==> src/rtl/rdcpl_err_pkg.sv <==
package rdcpl_err_pkg;

  // Status bit positions (software view)
  localparam int STS_DPE  = 0;
  localparam int STS_MPE  = 1;
  localparam int STS_SERR = 2;
  localparam int STS_W    = 3;

  // Interrupt-status bit positions
  localparam int IRQ_DPE  = 0;
  localparam int IRQ_MPE  = 1;
  localparam int IRQ_SERR = 2;
  localparam int IRQ_SDET = 3;
  localparam int IRQ_W    = 4;

  // One token per errored data phase, carried down the delay line
  typedef struct packed {
    logic perr;  // parity-error pulse wanted
    logic serr;  // system-error pulse wanted
    logic ext;   // latency class: 1 = extended mode
  } err_tok_t;

endpackage

==> src/rtl/rdcpl_err_pipe.sv <==
module rdcpl_err_pipe
  import rdcpl_err_pkg::*;
#(
  parameter int LAT_CONV = 2,
  parameter int LAT_EXT  = 3
) (
  input  logic     clk,
  input  logic     rst_n,
  input  err_tok_t tok_in,
  output logic     fire_perr,
  output logic     fire_serr
);

  localparam int LAT_MAX = (LAT_EXT > LAT_CONV) ? LAT_EXT : LAT_CONV;
  localparam int DEPTH   = LAT_MAX - 1;
  localparam int TAP_C   = LAT_CONV - 2;
  localparam int TAP_E   = LAT_EXT - 2;

  err_tok_t stg_q [DEPTH];
  err_tok_t stg_d [DEPTH];
  logic [DEPTH-1:0] busy;
  logic shift_en;

  for (genvar s = 0; s < DEPTH; s++) begin : g_stg
    if (s == 0) begin : g_head
      assign stg_d[s] = tok_in;
    end else begin : g_body
      assign stg_d[s] = stg_q[s-1];
    end
    assign busy[s] = stg_q[s].perr;

    always_ff @(posedge clk or negedge rst_n) begin
      if (!rst_n) begin
        stg_q[s] <= '0;
      end else if (shift_en) begin
        stg_q[s] <= stg_d[s];
      end
    end
  end

  // Advance only while a token is entering or still in flight
  assign shift_en = tok_in.perr | (|busy);

  always_comb begin
    fire_perr = (stg_q[TAP_C].perr & ~stg_q[TAP_C].ext)
              | (stg_q[TAP_E].perr &  stg_q[TAP_E].ext);
    fire_serr = (stg_q[TAP_C].serr & ~stg_q[TAP_C].ext)
              | (stg_q[TAP_E].serr &  stg_q[TAP_E].ext);
  end

endmodule

==> src/rtl/rdcpl_sticky_bank.sv <==
module rdcpl_sticky_bank #(
  parameter int W = 4
) (
  input  logic         clk,
  input  logic         rst_n,
  input  logic [W-1:0] set_i,
  input  logic [W-1:0] clr_i,
  output logic [W-1:0] q_o
);

  logic [W-1:0] q_r, q_nxt;
  logic         upd_en;

  // Set takes priority over a simultaneous clear
  always_comb begin
    upd_en = (|set_i) | (|clr_i);
    q_nxt  = (q_r & ~clr_i) | set_i;
  end

  always_ff @(posedge clk or negedge rst_n) begin
    if (!rst_n) begin
      q_r <= '0;
    end else if (upd_en) begin
      q_r <= q_nxt;
    end
  end

  assign q_o = q_r;

endmodule

==> src/rtl/rdcpl_err_log.sv <==
module rdcpl_err_log #(
  parameter int ADDR_W = 32,
  parameter int ATTR_W = 16
) (
  input  logic              clk,
  input  logic              rst_n,
  input  logic              cap_req,
  input  logic              clr,
  input  logic [ADDR_W-1:0] addr_lo,
  input  logic [ADDR_W-1:0] addr_hi,
  input  logic [ATTR_W-1:0] attr,
  output logic              valid,
  output logic              ovf,
  output logic [ADDR_W-1:0] log_lo,
  output logic [ADDR_W-1:0] log_hi,
  output logic [ATTR_W-1:0] log_at
);

  logic              valid_r, valid_nxt;
  logic              ovf_r, ovf_nxt;
  logic              take;
  logic              flag_en;
  logic [ADDR_W-1:0] lo_r, hi_r;
  logic [ATTR_W-1:0] at_r;

  always_comb begin
    take      = cap_req & (~valid_r | clr);
    flag_en   = cap_req | clr;
    valid_nxt = take | (valid_r & ~clr);
    ovf_nxt   = (cap_req & valid_r & ~clr) | (ovf_r & ~clr);
  end

  always_ff @(posedge clk or negedge rst_n) begin
    if (!rst_n) begin
      valid_r <= 1'b0;
      ovf_r   <= 1'b0;
    end else if (flag_en) begin
      valid_r <= valid_nxt;
      ovf_r   <= ovf_nxt;
    end
  end

  always_ff @(posedge clk or negedge rst_n) begin
    if (!rst_n) begin
      lo_r <= '0;
      hi_r <= '0;
      at_r <= '0;
    end else if (take) begin
      lo_r <= addr_lo;
      hi_r <= addr_hi;
      at_r <= attr;
    end
  end

  assign valid  = valid_r;
  assign ovf    = ovf_r;
  assign log_lo = lo_r;
  assign log_hi = hi_r;
  assign log_at = at_r;

endmodule

==> src/rtl/rdcpl_err_ctrl.sv <==
module rdcpl_err_ctrl
  import rdcpl_err_pkg::*;
#(
  parameter int ADDR_W   = 32,
  parameter int ATTR_W   = 16,
  parameter int LAT_CONV = 2,
  parameter int LAT_EXT  = 3
) (
  input  logic              clk,
  input  logic              rst_n,
  input  logic              err_strobe,
  input  logic [ADDR_W-1:0] err_addr_lo,
  input  logic [ADDR_W-1:0] err_addr_hi,
  input  logic [ATTR_W-1:0] err_attr,
  input  logic              mode_ext,
  input  logic              mode_ecc,
  input  logic              cmd_perr_resp,
  input  logic              cmd_serr_en,
  input  logic              ctl_rec_en,
  input  logic              msk_dpe,
  input  logic              msk_mpe,
  input  logic              msk_serr,
  input  logic              en_serr_det,
  input  logic [STS_W-1:0]  w1c_sts,
  input  logic [IRQ_W-1:0]  w1c_irq,
  input  logic              log_clr,
  output logic              perr_n,
  output logic              serr_n,
  output logic              cpl_abort,
  output logic [STS_W-1:0]  sts,
  output logic [IRQ_W-1:0]  irq_sts,
  output logic              log_valid,
  output logic              log_ovf,
  output logic [ADDR_W-1:0] log_addr_lo,
  output logic [ADDR_W-1:0] log_addr_hi,
  output logic [ATTR_W-1:0] log_attr
);

  err_tok_t         tok;
  logic             fire_perr, fire_serr;
  logic             perr_q, perr_nxt;
  logic             serr_q, serr_nxt;
  logic             out_en;
  logic [STS_W-1:0] sts_set;
  logic [IRQ_W-1:0] irq_set;
  logic             log_req;

  // Enables are sampled in the errored data phase itself
  always_comb begin
    tok.perr = err_strobe & cmd_perr_resp;
    tok.serr = err_strobe & cmd_perr_resp & cmd_serr_en & ~ctl_rec_en;
    tok.ext  = mode_ext;
  end

  rdcpl_err_pipe #(
    .LAT_CONV (LAT_CONV),
    .LAT_EXT  (LAT_EXT)
  ) i_pipe (
    .clk       (clk),
    .rst_n     (rst_n),
    .tok_in    (tok),
    .fire_perr (fire_perr),
    .fire_serr (fire_serr)
  );

  // Output pulse registers
  always_comb begin
    out_en   = fire_perr | perr_q | fire_serr | serr_q;
    perr_nxt = fire_perr;
    serr_nxt = fire_serr;
  end

  always_ff @(posedge clk or negedge rst_n) begin
    if (!rst_n) begin
      perr_q <= 1'b0;
      serr_q <= 1'b0;
    end else if (out_en) begin
      perr_q <= perr_nxt;
      serr_q <= serr_nxt;
    end
  end

  assign perr_n    = ~perr_q;
  assign serr_n    = ~serr_q;
  assign cpl_abort = perr_q;

  // Status and interrupt set terms
  always_comb begin
    sts_set           = '0;
    sts_set[STS_DPE]  = err_strobe;
    sts_set[STS_MPE]  = fire_perr;
    sts_set[STS_SERR] = fire_serr;

    irq_set           = '0;
    irq_set[IRQ_DPE]  = err_strobe & ~msk_dpe;
    irq_set[IRQ_MPE]  = fire_perr  & ~msk_mpe;
    irq_set[IRQ_SERR] = fire_serr  & ~msk_serr;
    irq_set[IRQ_SDET] = fire_serr  &  en_serr_det;
  end

  rdcpl_sticky_bank #(.W(STS_W)) i_sts (
    .clk   (clk),
    .rst_n (rst_n),
    .set_i (sts_set),
    .clr_i (w1c_sts),
    .q_o   (sts)
  );

  rdcpl_sticky_bank #(.W(IRQ_W)) i_irq (
    .clk   (clk),
    .rst_n (rst_n),
    .set_i (irq_set),
    .clr_i (w1c_irq),
    .q_o   (irq_sts)
  );

  assign log_req = err_strobe & mode_ext & mode_ecc;

  rdcpl_err_log #(
    .ADDR_W (ADDR_W),
    .ATTR_W (ATTR_W)
  ) i_log (
    .clk     (clk),
    .rst_n   (rst_n),
    .cap_req (log_req),
    .clr     (log_clr),
    .addr_lo (err_addr_lo),
    .addr_hi (err_addr_hi),
    .attr    (err_attr),
    .valid   (log_valid),
    .ovf     (log_ovf),
    .log_lo  (log_addr_lo),
    .log_hi  (log_addr_hi),
    .log_at  (log_attr)
  );

endmodule

==> config.mk <==
export PLATFORM = sky130hd
export DESIGN_NAME = rdcpl_err_ctrl
export DESIGN_NICKNAME = d
export VERILOG_FILES = /design/src/rtl/rdcpl_err_pkg.sv /design/src/rtl/rdcpl_err_pipe.sv /design/src/rtl/rdcpl_sticky_bank.sv /design/src/rtl/rdcpl_err_log.sv /design/src/rtl/rdcpl_err_ctrl.sv
export SDC_FILE = /design/constraint.sdc
export NUM_CORES = 1
export LEC_CHECK = 0
export BUFFER_PORTS_ARGS = -buffer_cell sky130_fd_sc_hd__buf_2
export CORE_UTILIZATION = 40
export CTS_CLUSTER_DIAMETER = 30
export DETAILED_ROUTE_END_ITERATION = 6
export PLACE_DENSITY = 0.75
export SYNTH_ARGS = -nofsm -noshare
export SYNTH_HDL_FRONTEND = slang
export SYNTH_SLANG_ARGS = --single-unit
==> constraint.sdc <==
create_clock -name clk -period 1.5 [get_ports clk]
set_clock_uncertainty 0.2 [all_clocks]
set_input_delay 0.15 -clock clk [delete_from_list [all_inputs] [get_ports clk]]
set_output_delay 0.15 -clock clk [all_outputs]
set_load 0.005 [all_outputs]
* After elaboration in Yosys (flattened, before gate mapping)
Cells that the tools add are included.
** Word-level totals
- Flip-flop bits (word level) :: 97
- Output and inout bits :: 92
- Logic and storage cells :: 65
** Cells by class
- Bitwise gates (word level) :: 45
- Reduce and logical (&&, ||, !) cells :: 5
** Operators with widths (count)
- $and A1 B1 Y1 :: 18
- $or A1 B1 Y1 :: 12
- $not A1 Y1 :: 9
- $reduce_or A4 Y1 :: 2
- $reduce_or A3 Y1 :: 2
- $and A4 B4 Y4 :: 1
- $not A4 Y4 :: 1
- $or A4 B4 Y4 :: 1
- $and A3 B3 Y3 :: 1
- $not A3 Y3 :: 1
- $or A3 B3 Y3 :: 1
- $reduce_or A2 Y1 :: 1

* Longest topological paths before layout
Gate-level depths: netlist (run 1).
- Depth after elaboration :: 6
- Depth in mapped cells :: 4

* Cells and area by module
A second synthesis (run 1) with hierarchy kept.
** Second synthesis, totals
- Cells, all modules :: 228
- Area, all modules :: 3731.1 um^2
** By module, submodules not included
- rdcpl_err_log :: times used 1, cells an instance 175, area an instance 3120.5 um^2, sequential area each 2052.0 um^2
- rdcpl_err_pipe :: times used 1, cells an instance 19, area an instance 244.0 um^2, sequential area each 150.1 um^2
- rdcpl_sticky_bank at i_irq :: times used 1, cells an instance 12, area an instance 145.1 um^2, sequential area each 100.1 um^2
- rdcpl_err_ctrl :: times used 1, cells an instance 13, area an instance 112.6 um^2, sequential area each 50.0 um^2
- rdcpl_sticky_bank at i_sts :: times used 1, cells an instance 9, area an instance 108.9 um^2, sequential area each 75.1 um^2

* Worst setup path after synthesis (run 1)
No wires, ideal clock.
- Kind :: flip-flop to flip-flop
- Start point :: reg i_log.valid_r (netlist: i_log.valid)
- End point :: reg i_log.hi_r[16] (netlist: i_log.log_hi[16])
- Setup time :: 0.125 ns
- Arrival :: 1.228 ns
- Required time :: 1.175 ns
- Path slack :: -0.053 ns
- Stages on the path, launching flop included :: 4
- Path buffers :: 1
- Clock period less this slack :: 1.553 ns
- Path through :: dfrtp_1 a21oi_4 buf_4 mux2_2
** On the way
- Word-level cells in the longest chain between the ends :: 3
** RTL lines
- from (decl) :: RTL line rdcpl_err_log.sv:19 : logic valid_r, valid_nxt;
- from (signal assigned) :: RTL line rdcpl_err_log.sv:38 : valid_r <= valid_nxt;
- $not A1 Y1 :: RTL line rdcpl_err_log.sv:27 : take = cap_req & (~valid_r | clr);
- $or A1 B1 Y1 :: RTL line rdcpl_err_log.sv:27
- $and A1 B1 Y1 :: RTL line rdcpl_err_log.sv:27
- to (signal assigned) :: RTL line rdcpl_err_log.sv:50 : hi_r <= addr_hi;
- to (decl) :: RTL line rdcpl_err_log.sv:23 : logic [ADDR_W-1:0] lo_r, hi_r;
No other way between the ends.
A chain may end at the register's enable or synchronous reset.

* Worst setup path in the final report (run 1)
- Start point :: reg i_log.valid_r (netlist: i_log.valid)
- End point :: reg i_log.lo_r[18] (netlist: i_log.log_lo[18])
** On the way
- Word-level cells in the longest chain between the ends :: 3
** RTL lines
- $not A1 Y1 :: RTL line rdcpl_err_log.sv:27
- $or A1 B1 Y1 :: RTL line rdcpl_err_log.sv:27
- $and A1 B1 Y1 :: RTL line rdcpl_err_log.sv:27
- to (signal assigned) :: RTL line rdcpl_err_log.sv:49 : lo_r <= addr_lo;
- to (decl) :: RTL line rdcpl_err_log.sv:23
No other way between the ends.

==> flow_results.org, run 1 <==
** Run status
- The flow ran to the end, but the final reports show violations.
- The checks that failed: setup timing.

** Setup path
- R2r startpoint :: i_log.valid
- The worst setup path is launched from a register.
- Required time at the worst-slack endpoint :: around 1.5 ns
- Worst-case reg-to-reg path depth :: 3
- Critical Path Source :: i_log.valid
- STA classifies the critical path endpoint as a register.
- Capturing point of the worst reg2reg path :: i_log.log_lo[18]
- By startpoint and endpoint, the worst setup path is classified as reg -> reg.
- Worst R2R Setup Slack :: -0.08 ns
- Max Fanout on Critical Path :: 38
- At the worst endpoint, the arrival time is about 1.6 ns.
- Critical path destination :: i_log.log_lo[18]

** Placement
- Final HPWL from detailed placement :: 6014 um
- Number of input and output port buffers inserted :: approximately 190
- At the end of routability-driven placement, the weighted congestion stood at 0.7648.
- After detailed placement, the total cell area comes to 5011 um^2.
- Prior to clock tree synthesis, the placed netlist has a worst setup slack of -0.1057 ns.

** Logic synthesis
- Of the synthesized area, sequential elements account for 0.6699.
- List of most frequent post-synthesis cells :: 97 x sky130_fd_sc_hd__dfrtp_1, 75 x sky130_fd_sc_hd__mux2_2, 17 x sky130_fd_sc_hd__inv_1
- Top area cells in the synthesized netlist :: sky130_fd_sc_hd__dfrtp_1 67%, sky130_fd_sc_hd__mux2_2 23%, sky130_fd_sc_hd__mux2_1 2.5%
- Average footprint of a synthesized cell :: 16.25 um^2
- In this run, synthesis inferred 0 flip-flops with an integrated enable.
- Primary flip-flop cell chosen by synthesis mapping :: sky130_fd_sc_hd__dfrtp_1
- Counting every instance in the synthesized netlist gives roughly 220.
- The biggest area contributor in the post-synthesis netlist is sky130_fd_sc_hd__dfrtp_1.
- The most common cell in the synthesized netlist is sky130_fd_sc_hd__dfrtp_1.
- Yosys warnings :: 0
- The number of nets handed over by synthesis was 323.
- Cell variety after synth :: 17
- Synthesis inferred 97 register bits.
- After synthesis the cells add up to between 3000 and 4000 um^2.
- Of all flip-flops after synthesis, the portion carrying an async set or reset was 1.000.
- The share of synthesized area in the top cell type comes to 0.6699.

** Finish
- Net count of the finished layout :: 639
- Relative to the synthesized area, the layout overhead comes to 74.34%.
- Finished Cell Area :: 6317 um^2
- Number of diodes added for antenna fixing :: 0
- Layout cell share with drive strength beyond 1 :: 0.5625

** Pwr
- The share of total power dissipated in combinational logic is 0.250.
- Overall power :: 7270 uW
- Relative contribution of the clock network to total power :: 0.280
- Power Dens Cells :: around 1200 nW/um^2
- Cell internal power was estimated by the tool at 5423 uW.
- Switching portion of total power :: 0.2541
- VDD sags by at most approximately 0.64 mV.
- The analysis attributes to net switching a power of 1847 uW.
- Reported leakage power :: 0.003188 uW
- Sequential Power Share :: 0.471

** Floorplanning
- Pin placement for this block handled 192 I/O pins.
- Core Region :: 8763 um^2
- From left edge to right edge, the die measures 97.18 um.
- The initial utilization of the core area, before any placement, comes to 0.4135.
- From bottom edge to top edge, the die measures slightly below 100 um.
- The floorplan has 34 rows.
- Area enclosed by the die boundary :: 9443 um^2

** Clock network
- The H-tree was split into 3 levels.
- Clock network latency to the later pin of the worst-skew pair :: around 0.35 ns
- TritonCTS built the clock tree.
- Clock Path Buffers :: 2
- For this design, the sink count on the clock tree is 97.
- Total clock buffers created by CTS :: 9
- CTS placed an instance of sky130_fd_sc_hd__clkbuf_8 at the clock tree root.
- Post-CTS clock slew at the launch and capture registers of the worst setup and hold paths :: 0.09 ns

** GRT
- The first global-routing pass estimated 17080 um of wire.
- Overall routing resource usage :: 0.2326
- GR Overflow Total :: 0
- Via count of the first global-routing pass :: 3454
- Entering global routing, the biggest net connects 59 pins.
- The number of antenna violations at the first check in global routing came to 0.

** STA
- The number of hold violations in the final report is 0.
- Total negative slack for setup checks :: -4.106 ns
- Setup repair after global routing could not meet its margin everywhere.
- PnR worst setup slack :: -0.08489 ns
- Achievable clock frequency :: 0.6310 GHz
- For the pin with the worst max-slew slack, the measured transition is between 0.4 and 0.5 ns.
- Hold WS :: 0.09052 ns
- The final max-slew violation count came to 0.
- For the finished layout, the period the worst path requires is between 1.5 and 2 ns.
- Period utilisation layout :: 1.057
- Worst slew margin relative to its limit :: 0.6902
- Final number of setup-violating endpoints :: 78

** Routing
- Detailed-route DRC error count :: 0
- Drt first pass iters :: 4
- The routed design has 10470 um of wire.
- Vias per inst :: around 4.7
- DRT antenna net count :: 0
- Initial detailed-routing violation count :: 29
- WL/cell :: roughly 16 um
- Detailed routing inserted a total of 3049 vias.

** Min path
- Worst min-delay path class :: in -> reg

** Run
- Max-capacitance violation count :: 0
## per-layer routing
metal  routed length, um  global-route usage  vias to the layer above
met5                   0                   0                        -
met4                 237              0.1010                        0
met3                 563             0.05612                       26
met2                5570              0.4177                      135
met1                4093              0.2617                     1489
li1                    -                   -                     1399
## logic make-up (layout without fill, tap and decap cells)
kind of cell,after synthesis,after routing,synth area share
flops,97,97,0.6699
mux,83,83,0.2579
buf+inv,26,347,0.04040
simple gates,4,4,0.005522
compound gates,13,13,0.02624
## worst max-delay path, cell delays in order, from the launching register on
cell	delay, ns
sky130_fd_sc_hd__dfrtp_1	0.42
sky130_fd_sc_hd__a21oi_4	0.20
sky130_fd_sc_hd__buf_12	0.26
sky130_fd_sc_hd__mux2_2	0.37
## power groups by stage
stage	Combinational (uW)	Clock, uW	Sequential, uW
global placement	1510	0	3420
floorplan	673	0	3470
CTS	1780	2090	3410
finish	1810	2030	3420
detailed placement	1550	0	3450
global route	1960	2200	3480
## registers in the layout (all words and copies together) (netlist names), 2 cells and up
register / count
i_log.log_hi: 32
i_log.log_lo: 32
i_log.log_at: 16
i_irq.q_o: 4
i_sts.q_o: 3
i_pipe.busy: 2
i_pipe.stg_d: 2
i_pipe.stg_q: 2
## layout by cell type, fill, tap and decap left out, types with 2 or more instances in the layout
master	instances
sky130_fd_sc_hd__mux2_2	26
sky130_fd_sc_hd__mux2_1	6
sky130_fd_sc_hd__buf_6	4
sky130_fd_sc_hd__clkbuf_8	9
sky130_fd_sc_hd__inv_1	17
sky130_fd_sc_hd__o22ai_1	4
sky130_fd_sc_hd__buf_4	14
sky130_fd_sc_hd__bufinv_16	3
sky130_fd_sc_hd__buf_2	190
sky130_fd_sc_hd__buf_12	4
sky130_fd_sc_hd__dfrtp_1	97
sky130_fd_sc_hd__dlygate4sd3_1	102
sky130_fd_sc_hd__a22oi_1	2
sky130_fd_sc_hd__mux2_4	51
sky130_fd_sc_hd__o21ai_0	4
## how the worst min path moves through the flow
stage | start | end | slack [ns] | depth (start not counted)
after detailed placement | rst_n | i_log.log_hi[8] | -0.24 | 1
after global routing | cmd_perr_resp | i_pipe.stg_d[1] | 0.07 | 3
after global placement | rst_n | i_log.log_hi[8] | -0.24 | 1
after CTS | cmd_perr_resp | i_pipe.stg_d[1] | 0.07 | 3
after floorplan | rst_n | cpl_abort | -0.35 | 0
final | cmd_perr_resp | i_pipe.stg_d[1] | 0.09 | 3
## area by class of cell
class / instances / area [um^2]
Inverter: 17 / 63.81
Tap cell: 108 / 135.1
Clock buffer: 10 / 127.6
Multi-Input combinational cell: 100 / 1246
Sequential cell: 97 / 2427
Fill cell: 553 / 2446
Clock inverter: 6 / 115.1
Timing Repair Buffer: 314 / 2202
## per-stage QoR
stage,utilization,cells
after floorplan,-,223
after global placement,0.5718,533
after detailed placement,0.5718,533
after CTS,0.7200,652
after global routing,0.7209,652
final,0.7209,652
## timing repair
action / in CTS / in global routing
pin swaps: 0 / 1
gates resized for setup: 7 / 2
endpoints found under the hold margin: 189 / 0
setup endpoints to repair: 81 / 81
buffers inserted: 1 / 0
hold buffers: 102 / 0
Power figures use the tool's default switching activity.
==> run 2, diff against run 1 <==
- ABC_AREA: unset -> 1
- CORE_UTILIZATION: 40 -> 41
- PLACE_DENSITY: 0.75 -> 0.76
==> flow_results.org, run 2 <==
** Setup path
- The critical path class is in -> reg (was reg -> reg).
- The kind of end point of the critical path is a register (unchanged).
- Max Fanout on Critical Path :: 29 (was 38)
- The kind of launch point of the worst setup path is a primary input (was register).
- Required time at the worst-slack endpoint :: 1.55 ns (was 1.54 ns)
- Data arrival time of the critical path :: 1.55 ns (was 1.62 ns)

** Logic synthesis
- Main combinational cell family by area after synthesis :: simple AND/OR/NAND/NOR gates (was multiplexers)
- Most repeated cell in the gate-level netlist after synthesis :: sky130_fd_sc_hd__nand2_1 (was sky130_fd_sc_hd__dfrtp_1)
- Top area cells in the synthesized netlist :: sky130_fd_sc_hd__dfrtp_1 63%, sky130_fd_sc_hd__nand2_1 18%, sky130_fd_sc_hd__nand3_1 11% (was sky130_fd_sc_hd__dfrtp_1 67%, sky130_fd_sc_hd__mux2_2 23%, sky130_fd_sc_hd__mux2_1 2.5%)
- The post-synthesis xor/xnor area fraction is 0 (unchanged).
- Number of flip-flops and latches in the synthesized netlist :: 97 (unchanged)
- The count of yosys warnings during synthesis was 0 (unchanged).
- List of most frequent post-synthesis cells: 183 x sky130_fd_sc_hd__nand2_1, 97 x sky130_fd_sc_hd__dfrtp_1, 84 x sky130_fd_sc_hd__nand3_1 (was 97 x sky130_fd_sc_hd__dfrtp_1, 75 x sky130_fd_sc_hd__mux2_2, 17 x sky130_fd_sc_hd__inv_1).
- Post-Syn Nets :: 521 (was 323)
- The area fraction in compound gates after synthesis is 0.008122 (was 0.02624).
- Number of enable flip-flop cells after synthesis :: 0 (unchanged)
- Simple-gate share of the synthesized area :: 0.3021 (was 0.005525)
- The post-synthesis instance total was 421 (was 223).
- Average footprint of a synthesized cell :: 9.148 um^2 (was 16.25 um^2)
- The register area share after synthesis was 0.6303 (was 0.6699).
- The leading area contributor after synthesis was sky130_fd_sc_hd__dfrtp_1 (unchanged).
- Fraction of synthesized area in multiplexers :: 0 (was 0.2579)
- Portion of synthesized cell area occupied by the leading cell type :: 0.6303 (was 0.6699)
- Ys async rst share :: 1.000 (unchanged)
- The post-synth design cell area is 3851 um^2 (was 3623 um^2).
- The post-synthesis adder-cell area fraction came to 0 (unchanged).
- The most common flop cell mapped by yosys was sky130_fd_sc_hd__dfrtp_1 (unchanged).
- The number of library cell types mapped by synthesis was 15 (was 17).

** STA
- Min Tclk post-route :: 1.505 ns (was 1.585 ns)
- Number of slew-limit violations in the final report :: 0 (unchanged)
- The final critical-path share of the clock period is 1.004 (was 1.057).
- The measured slew at the worst slew-check pin was 0.4639 ns (was 0.4646 ns).
- The worst slew margin relative to its limit was 0.6874 (was 0.6902).
- Achievable clock frequency :: 0.6643 GHz (was 0.6310 GHz)
- Unrepaired setup endpoints after global routing :: true (unchanged)
- Total negative slack for setup checks :: -0.005260 ns (was -4.106 ns)
- The final setup slack of the worst path was -0.005260 ns (was -0.08489 ns).
- Final count of hold timing violations :: 0 (unchanged)
- Final number of setup-violating endpoints :: 1 (was 78)

** Finish
- Layout cell share with drive strength beyond 1 :: 0.3203 (was 0.5625)
- Most frequent cells in the layout :: 189 x sky130_fd_sc_hd__buf_2, 179 x sky130_fd_sc_hd__nand2_1, 100 x sky130_fd_sc_hd__dlygate4sd3_1 (was 190 x sky130_fd_sc_hd__buf_2, 102 x sky130_fd_sc_hd__dlygate4sd3_1, 97 x sky130_fd_sc_hd__dfrtp_1)
- The leading cell type in the layout, fill and taps excluded was sky130_fd_sc_hd__buf_2 (unchanged).
- Number of diodes added for antenna fixing :: 0 (unchanged)
- The count of placed standard cells in the final layout, fillers left out came to 826 (was 652).
- Net count of the finished layout :: 810 (was 639)
- Layout overhead on the synthesized area :: 62.31% (was 74.34%)
- Final core occ :: 0.6830 (was 0.7209)
- The fill cell instance count of the final layout was 688 (was 553).

** Run status
- Result of the run :: finished, violations left (unchanged)
- Failing checks :: setup timing (unchanged)

** Floorplanning
- Core Region :: 9153 um^2 (was 8763 um^2)
- IO Count :: 192 (unchanged)
- Std-Cell Rows :: 35 (was 34)
- The vertical die dimension came to 98.92 um (was 97.18 um).
- Initial core utilization :: 0.4208 (was 0.4135)
- Width of the die :: 98.92 um (was 97.18 um)
- Area enclosed by the die boundary :: 9785 um^2 (was 9443 um^2)

** GRT
- The global routing usage summed across all routing layers was 0.2379 (was 0.2326).
- Wire length of the first global-routing pass :: 18500 um (was 17080 um)
- Via count of the first global-routing pass :: 4002 (was 3454)
- Antenna violations before repair :: 0 (unchanged)
- The remaining global-route overflow is 0 (unchanged).
- Maximum number of pins on one net before global-route repair :: 59 (unchanged)

** Routing
- Detailed-route DRC error count :: 0 (unchanged)
- Final routed wirelength across all metal layers :: 12000 um (was 10470 um)
- Drt first pass iters :: 5 (was 4)
- Via Count :: 4045 (was 3049)
- The routed wirelength normalized by instance count came to 14.53 um (was 16.05 um).
- The number of DRC violations after detailed-routing iteration 0 is 187 (was 29).
- Vias per inst :: 4.897 (was 4.676)
- The number of antenna-violating nets in the routed design came to 0 (unchanged).

** Placement
- The routability congestion estimate came to 0.7752 (was 0.7648).
- The number of buffers inserted by port buffering came to 191 (unchanged).
- Dpl cells :: 707 (was 533)
- Worst setup slack after placement :: 0.1749 ns (was -0.1057 ns)
- Final HPWL from detailed placement :: 6439 um (was 6014 um)

** Min path
- Worst min-delay path class :: in -> reg (unchanged)

** Clock network
- Clock tree from TritonCTS :: done (unchanged)
- Clock network latency to the later pin of the worst-skew pair :: 0.35 ns (about the same)
- The clock-pin slew reported for the worst setup and hold paths after clock tree synthesis is 0.09 ns (about the same).
- Clock Path Buffers :: 2 (unchanged)
- The root buffer cell was sky130_fd_sc_hd__clkbuf_8 (unchanged).
- The number of buffers added by the clock tree synthesis step was 9 (unchanged).
- The clock sink total came to 97 (unchanged).
- H-Tree Depth :: 3 (unchanged)

** Run
- Max-capacitance violation count :: 0 (unchanged)

** Pwr
- Reported leakage power :: 0.003491 uW (was 0.003188 uW)
- The sum of internal, switching and leakage power is 6475 uW (was 7270 uW).
- Worst-case vdd ir drop :: 0.5927 mV (was 0.6395 mV)
- Power Dens Cells :: 1036 nW/um^2 (was 1151 nW/um^2)
-- run 2: cell types whose count changed after synthesis, moves of 6 or more --
cell / change
sky130_fd_sc_hd__nand2_1: +183
sky130_fd_sc_hd__nand3_1: +83
sky130_fd_sc_hd__buf_2: +9
sky130_fd_sc_hd__mux2_2: -75
sky130_fd_sc_hd__clkbuf_1: +6
sky130_fd_sc_hd__mux2_1: -8
-- run 2: cells by family (layout without fill, tap and decap cells) --
kind of cell / after synthesis / in the layout
buffers and inverters: 42 / 336
and+or+nand+nor: 276 / 276
AOI/OAI and AO/OA: 6 / 6
DFF: 97 / 97
-- run 2: layout make-up --
class	count	area, um^2	area share
Tap cell	111	138.9	0.02222
Timing Repair Buffer	303	2193	0.3509
Multi-Input combinational cell	282	1214	0.1942
Inverter	17	63.81	0.01021
Clock inverter	5	62.56	0.01001
Sequential cell	97	2427	0.3883
Clock buffer	11	151.4	0.02422
-- run 2: repair_timing --
action | in CTS | in global routing
buffers inserted | 0 | 0
hold endpoints to repair | 191 | 1
gates resized for setup | 0 | 11
hold buffers | 99 | 1
endpoints found under the setup margin | 0 | 58
-- run 2: power breakdown --
group	total [uW]	internal, uW	switching, uW
registers	3250	3020	230
logic	1450	755	691
clock network	1770	871	902
-- run 2: critical path, stage by stage --
cell and delay, ns:
sky130_fd_sc_hd__dlygate4sd3_1 0.59, sky130_fd_sc_hd__nand2_2 0.10, sky130_fd_sc_hd__nor2_4 0.25, sky130_fd_sc_hd__nand2_8 0.13
sky130_fd_sc_hd__buf_12 0.18, sky130_fd_sc_hd__nand2_1 0.08, sky130_fd_sc_hd__nand2_1 0.06
-- run 2: per-stage QoR --
step	area (um^2)	hold slack, ns
4_1_cts	6118	-0.03260
3_5_place_dp	4913	-0.03155
2_1_floorplan	3851	-0.3456
5_1_grt	6251	0.06022
6_report	6251	0.04157
3_3_place_gp	4913	-0.04125
-- run 2: worst paths after layout --
check,start,endpoint,slack (ns),depth (start not counted)
worst max-delay path,mode_ext,i_log.log_at[2],-0.005,7
worst min-delay path,cmd_perr_resp,i_pipe.stg_d[1],0.04,4
worst max register to register,i_irq.q_o[0],i_irq.q_o[0],0.09,3
worst min register to register,i_pipe.busy[0],i_pipe.busy[1],0.22,0
max in group asynchronous,rst_n,i_log.log_at[10],0.72,3
min in group asynchronous,rst_n,serr_q,0.12,3
-- run 2: routing by layer --
metal / GRT usage / wire length (um) / up-vias / part of all wire
li1: - / - / 1902 / -
met3: 0.05106 / 717 / 46 / 0.060
met1: 0.2775 / 4734 / 1906 / 0.39
met2: 0.4169 / 6109 / 191 / 0.51
met4: 0.1148 / 437 / 0 / 0.036
met5: 0 / 0 / - / 0
==> run 3, diff against run 2 <==
- CORE_ASPECT_RATIO: unset -> 0.75
- CORE_UTILIZATION: 41 -> 45
- PLACE_DENSITY: 0.76 -> 0.79
- clock period: 1.5 -> 1.8 ns (I/O delays scaled with it)
==> flow_results.org, run 3 (same netlist as run 2, synthesis figures left out) <==
** Min path
- The launch instance of the worst min-delay path was err_strobe (was cmd_perr_resp).
- Worst min-delay path class :: in -> reg (unchanged)
- The hold path depth came to 3 (was 4).

** Pwr
- The total power per unit cell area was 937.2 nW/um^2 (was 1036 nW/um^2).
- The sum of internal, switching and leakage power was 5793 uW (was 6475 uW).
- Reported leakage power :: 0.003466 uW (was 0.003491 uW)
- The worst supply voltage drop on vdd was 0.5002 mV (was 0.5927 mV).

** Finish
- The count of antenna diodes in the layout was 0 (unchanged).
- The sequential cell area came to 2427 um^2 (unchanged).
- The layout-stage area growth over the synthesis result was 60.49% (was 62.31%).
- The area of the multi-input gates is 1195 um^2 (was 1214 um^2).
- The leading cell type in the layout, fill and taps excluded was sky130_fd_sc_hd__buf_2 (unchanged).
- Most frequent cells in the layout :: 190 x sky130_fd_sc_hd__buf_2, 183 x sky130_fd_sc_hd__nand2_1, 99 x sky130_fd_sc_hd__dlygate4sd3_1 (was 189 x sky130_fd_sc_hd__buf_2, 179 x sky130_fd_sc_hd__nand2_1, 100 x sky130_fd_sc_hd__dlygate4sd3_1)
- Layout cell share with drive strength beyond 1 :: 0.3061 (was 0.3203)
- Net count of the finished layout :: 804 (was 810)
- The utilization after layout came to 0.7638 (was 0.6830).
- Fillers :: 519 (was 688)

** Floorplanning
- IO Count :: 192 (unchanged)
- The x dimension of the die is 108.8 um (was 98.92 um).
- The vertical die dimension came to 82.12 um (was 98.92 um).
- The core box area was 8093 um^2 (was 9153 um^2).
- The initial cell density of the core was 0.4759 (was 0.4208).
- The area of the die came to 8936 um^2 (was 9785 um^2).
- The count of standard-cell rows came to 28 (was 35).

** STA
- Min Tclk post-route :: 1.741 ns
- Unrepaired setup endpoints after global routing: false (was true).
- The measured slew at the worst slew-check pin was 0.3769 ns (was 0.4639 ns).
- For this run, the top clock speed supported by timing is 0.5744 GHz.
- Final number of setup-violating endpoints :: 0 (was 1)
- Total negative slack for setup checks :: 0 ns (was -0.005260 ns)
- Worst slew margin relative to its limit :: 0.7487 (was 0.6874)
- Number of slew-limit violations in the final report :: 0 (unchanged)
- The worst hold margin came to 0.01590 ns (was 0.04157 ns).
- Final count of hold timing violations :: 0 (unchanged)
- Period utilisation layout :: 0.9671

** Clock network
- The maximum clock path buffer count is 2 (unchanged).
- Clock network latency to the later pin of the worst-skew pair :: 0.32 ns (was 0.35 ns)
- The clock sink total is 97 (unchanged).
- CTS Root Buffer Type :: sky130_fd_sc_hd__clkbuf_16 (was sky130_fd_sc_hd__clkbuf_8)
- The TritonCTS clock tree is done (unchanged).
- Post-CTS clock slew at the launch and capture registers of the worst setup and hold paths :: 0.07 ns (was 0.09 ns)
- Total clock buffers created by CTS :: 9 (unchanged)
- H-Tree Depth :: 3 (unchanged)
- The buffer count from post-CTS setup fixing came to 0 (unchanged).

** Routing
- The remaining routing DRC violations was 0 (unchanged).
- The routed wirelength normalized by instance count came to 14.35 um (was 14.53 um).
- The number of antenna-violating nets in the routed design came to 0 (unchanged).
- The number of DRC violations after detailed-routing iteration 0 came to 303 (was 187).
- The via count normalized by instance count came to 4.937 (was 4.897).
- The detailed-routing iteration count for the pre-antenna-repair pass is 5 (unchanged).
- The via count is 4019 (was 4045).
- Final routed wirelength across all metal layers :: 11680 um (was 12000 um)

** Setup path
- Max Fanout on Critical Path :: 6 (was 29)
- The critical path depth in cells was 7 (unchanged).
- Worst Path Buf+Inv :: 3 (was 2)
- The critical path class was in -> reg (unchanged).
- Cells traversed along the worst timing path :: dlygate4sd3_1 -> buf_2 -> nand2_1 -> nor2_1 -> nand2_1 -> dlygate4sd3_1 -> o21ai_0 (was dlygate4sd3_1 -> nand2_2 -> nor2_4 -> nand2_8 -> buf_12 -> nand2_1 -> nand2_1)
- Critical path's largest stage delay :: 0.54 ns (was 0.59 ns)
- Startpoint class of the critical path :: primary input (unchanged)
- The origin of the critical flop-to-flop path is i_pipe.stg_d[0] (was i_irq.q_o[0]).
- The start point of the critical path is cmd_perr_resp (was mode_ext).
- The logic depth of the worst register-to-register path is 4 (was 3).
- Required time at the worst-slack endpoint :: 1.81 ns (was 1.55 ns)
- The endpoint arrival time on the critical path came to 1.75 ns (was 1.55 ns).
- Worst R2R Setup Slack :: 0.16 ns (was 0.09 ns)
- The cell type of the slowest stage on the worst timing path was sky130_fd_sc_hd__dlygate4sd3_1 (unchanged).
- The kind of end point of the critical path is a register (unchanged).
- Cell type group with the largest total delay on the critical path :: buffers and inverters (unchanged)

** GRT
- Wire length of the first global-routing pass :: 17820 um (was 18500 um)
- The global routing usage summed across all routing layers was 0.2610 (was 0.2379).
- Maximum number of pins on one net before global-route repair :: 82 (was 59)
- Antenna violations before repair :: 0 (unchanged)
- GR Overflow Total :: 0 (unchanged)
- The number of global-route vias before repair was 3910 (was 4002).

** Run
- The reported max-cap violation count is 0 (unchanged).

** Placement
- The number of buffers inserted by port buffering was 191 (unchanged).
- The post-DP HPWL was 6697 um (was 6439 um).
- Final weighted congestion in routability-driven placement :: 0.7823 (was 0.7752)

** Run status
- Result of the run: finished, final reports clean (was finished, violations left).
[run 3: changes by cell type in the layout (fill, tap and decap cells not counted), moves of 2 or more]
cell                        before  now
sky130_fd_sc_hd__o21ai_0         5    3
sky130_fd_sc_hd__clkbuf_1        0    2
sky130_fd_sc_hd__nand2_2         5    1
sky130_fd_sc_hd__nand2_1       179  183
sky130_fd_sc_hd__clkbuf_16       3    9
sky130_fd_sc_hd__buf_6           3    0
sky130_fd_sc_hd__clkbuf_8       11    1
sky130_fd_sc_hd__o21ai_1         0    2
[run 3: metrics by stage]
stage | cells | setup slack [ns] | cell area, um^2
2_1_floorplan | 421 | 0.5317 | 3851
3_3_place_gp | 699 | 0.3892 | 4891
3_5_place_dp | 699 | 0.3412 | 4891
4_1_cts | 814 | 0.02425 | 6181
5_1_grt | 814 | 0.004755 | 6181
6_report | 814 | 0.05920 | 6181
[run 3: final cells by class]
cell class,instances,area share
flip-flops and latches,97,0.3927
repair buffers,297,0.3340
multi-input cells,282,0.1933
clock buffers,12,0.03988
well taps,105,0.02126
inverters,17,0.01032
clock inverters,4,0.008502
[run 3: worst reg2reg max path, stage by stage (launching register included)]
cell and delay, ns:
sky130_fd_sc_hd__dfrtp_1 0.41, sky130_fd_sc_hd__o21ai_1 0.28, sky130_fd_sc_hd__nand2_1 0.09, sky130_fd_sc_hd__nand2_1 0.06, sky130_fd_sc_hd__dlygate4sd3_1 0.54
[run 3: worst paths after layout]
check                                   end
hold / removal               i_pipe.busy[0]
min in group asynchronous  i_log.log_hi[17]
setup reg to reg               i_irq.q_o[2]
setup / recovery            i_pipe.stg_d[1]
max in group asynchronous   i_log.log_hi[9]
hold reg to reg              i_pipe.busy[1]
[run 3: metal layers]
metal / GRT usage / vias to the layer above / wire, um
li1: - / 1894 / -
met1: 0.3100 / 1864 / 4510
met4: 0.1095 / 0 / 297
met2: 0.4608 / 231 / 5883
met3: 0.06122 / 30 / 989
met5: 0 / - / 0
[run 3: power by group]
group	internal [uW]	total, uW	switching [uW]
Clock	1120	1890	777
Combinational	607	1180	572
Sequential	2520	2720	195
[run 3: repair_timing]
item	in CTS	in global routing
endpoints found under the setup margin	0	2
hold buffers	99	0
gates resized for setup	0	2
endpoints found under the hold margin	189	0
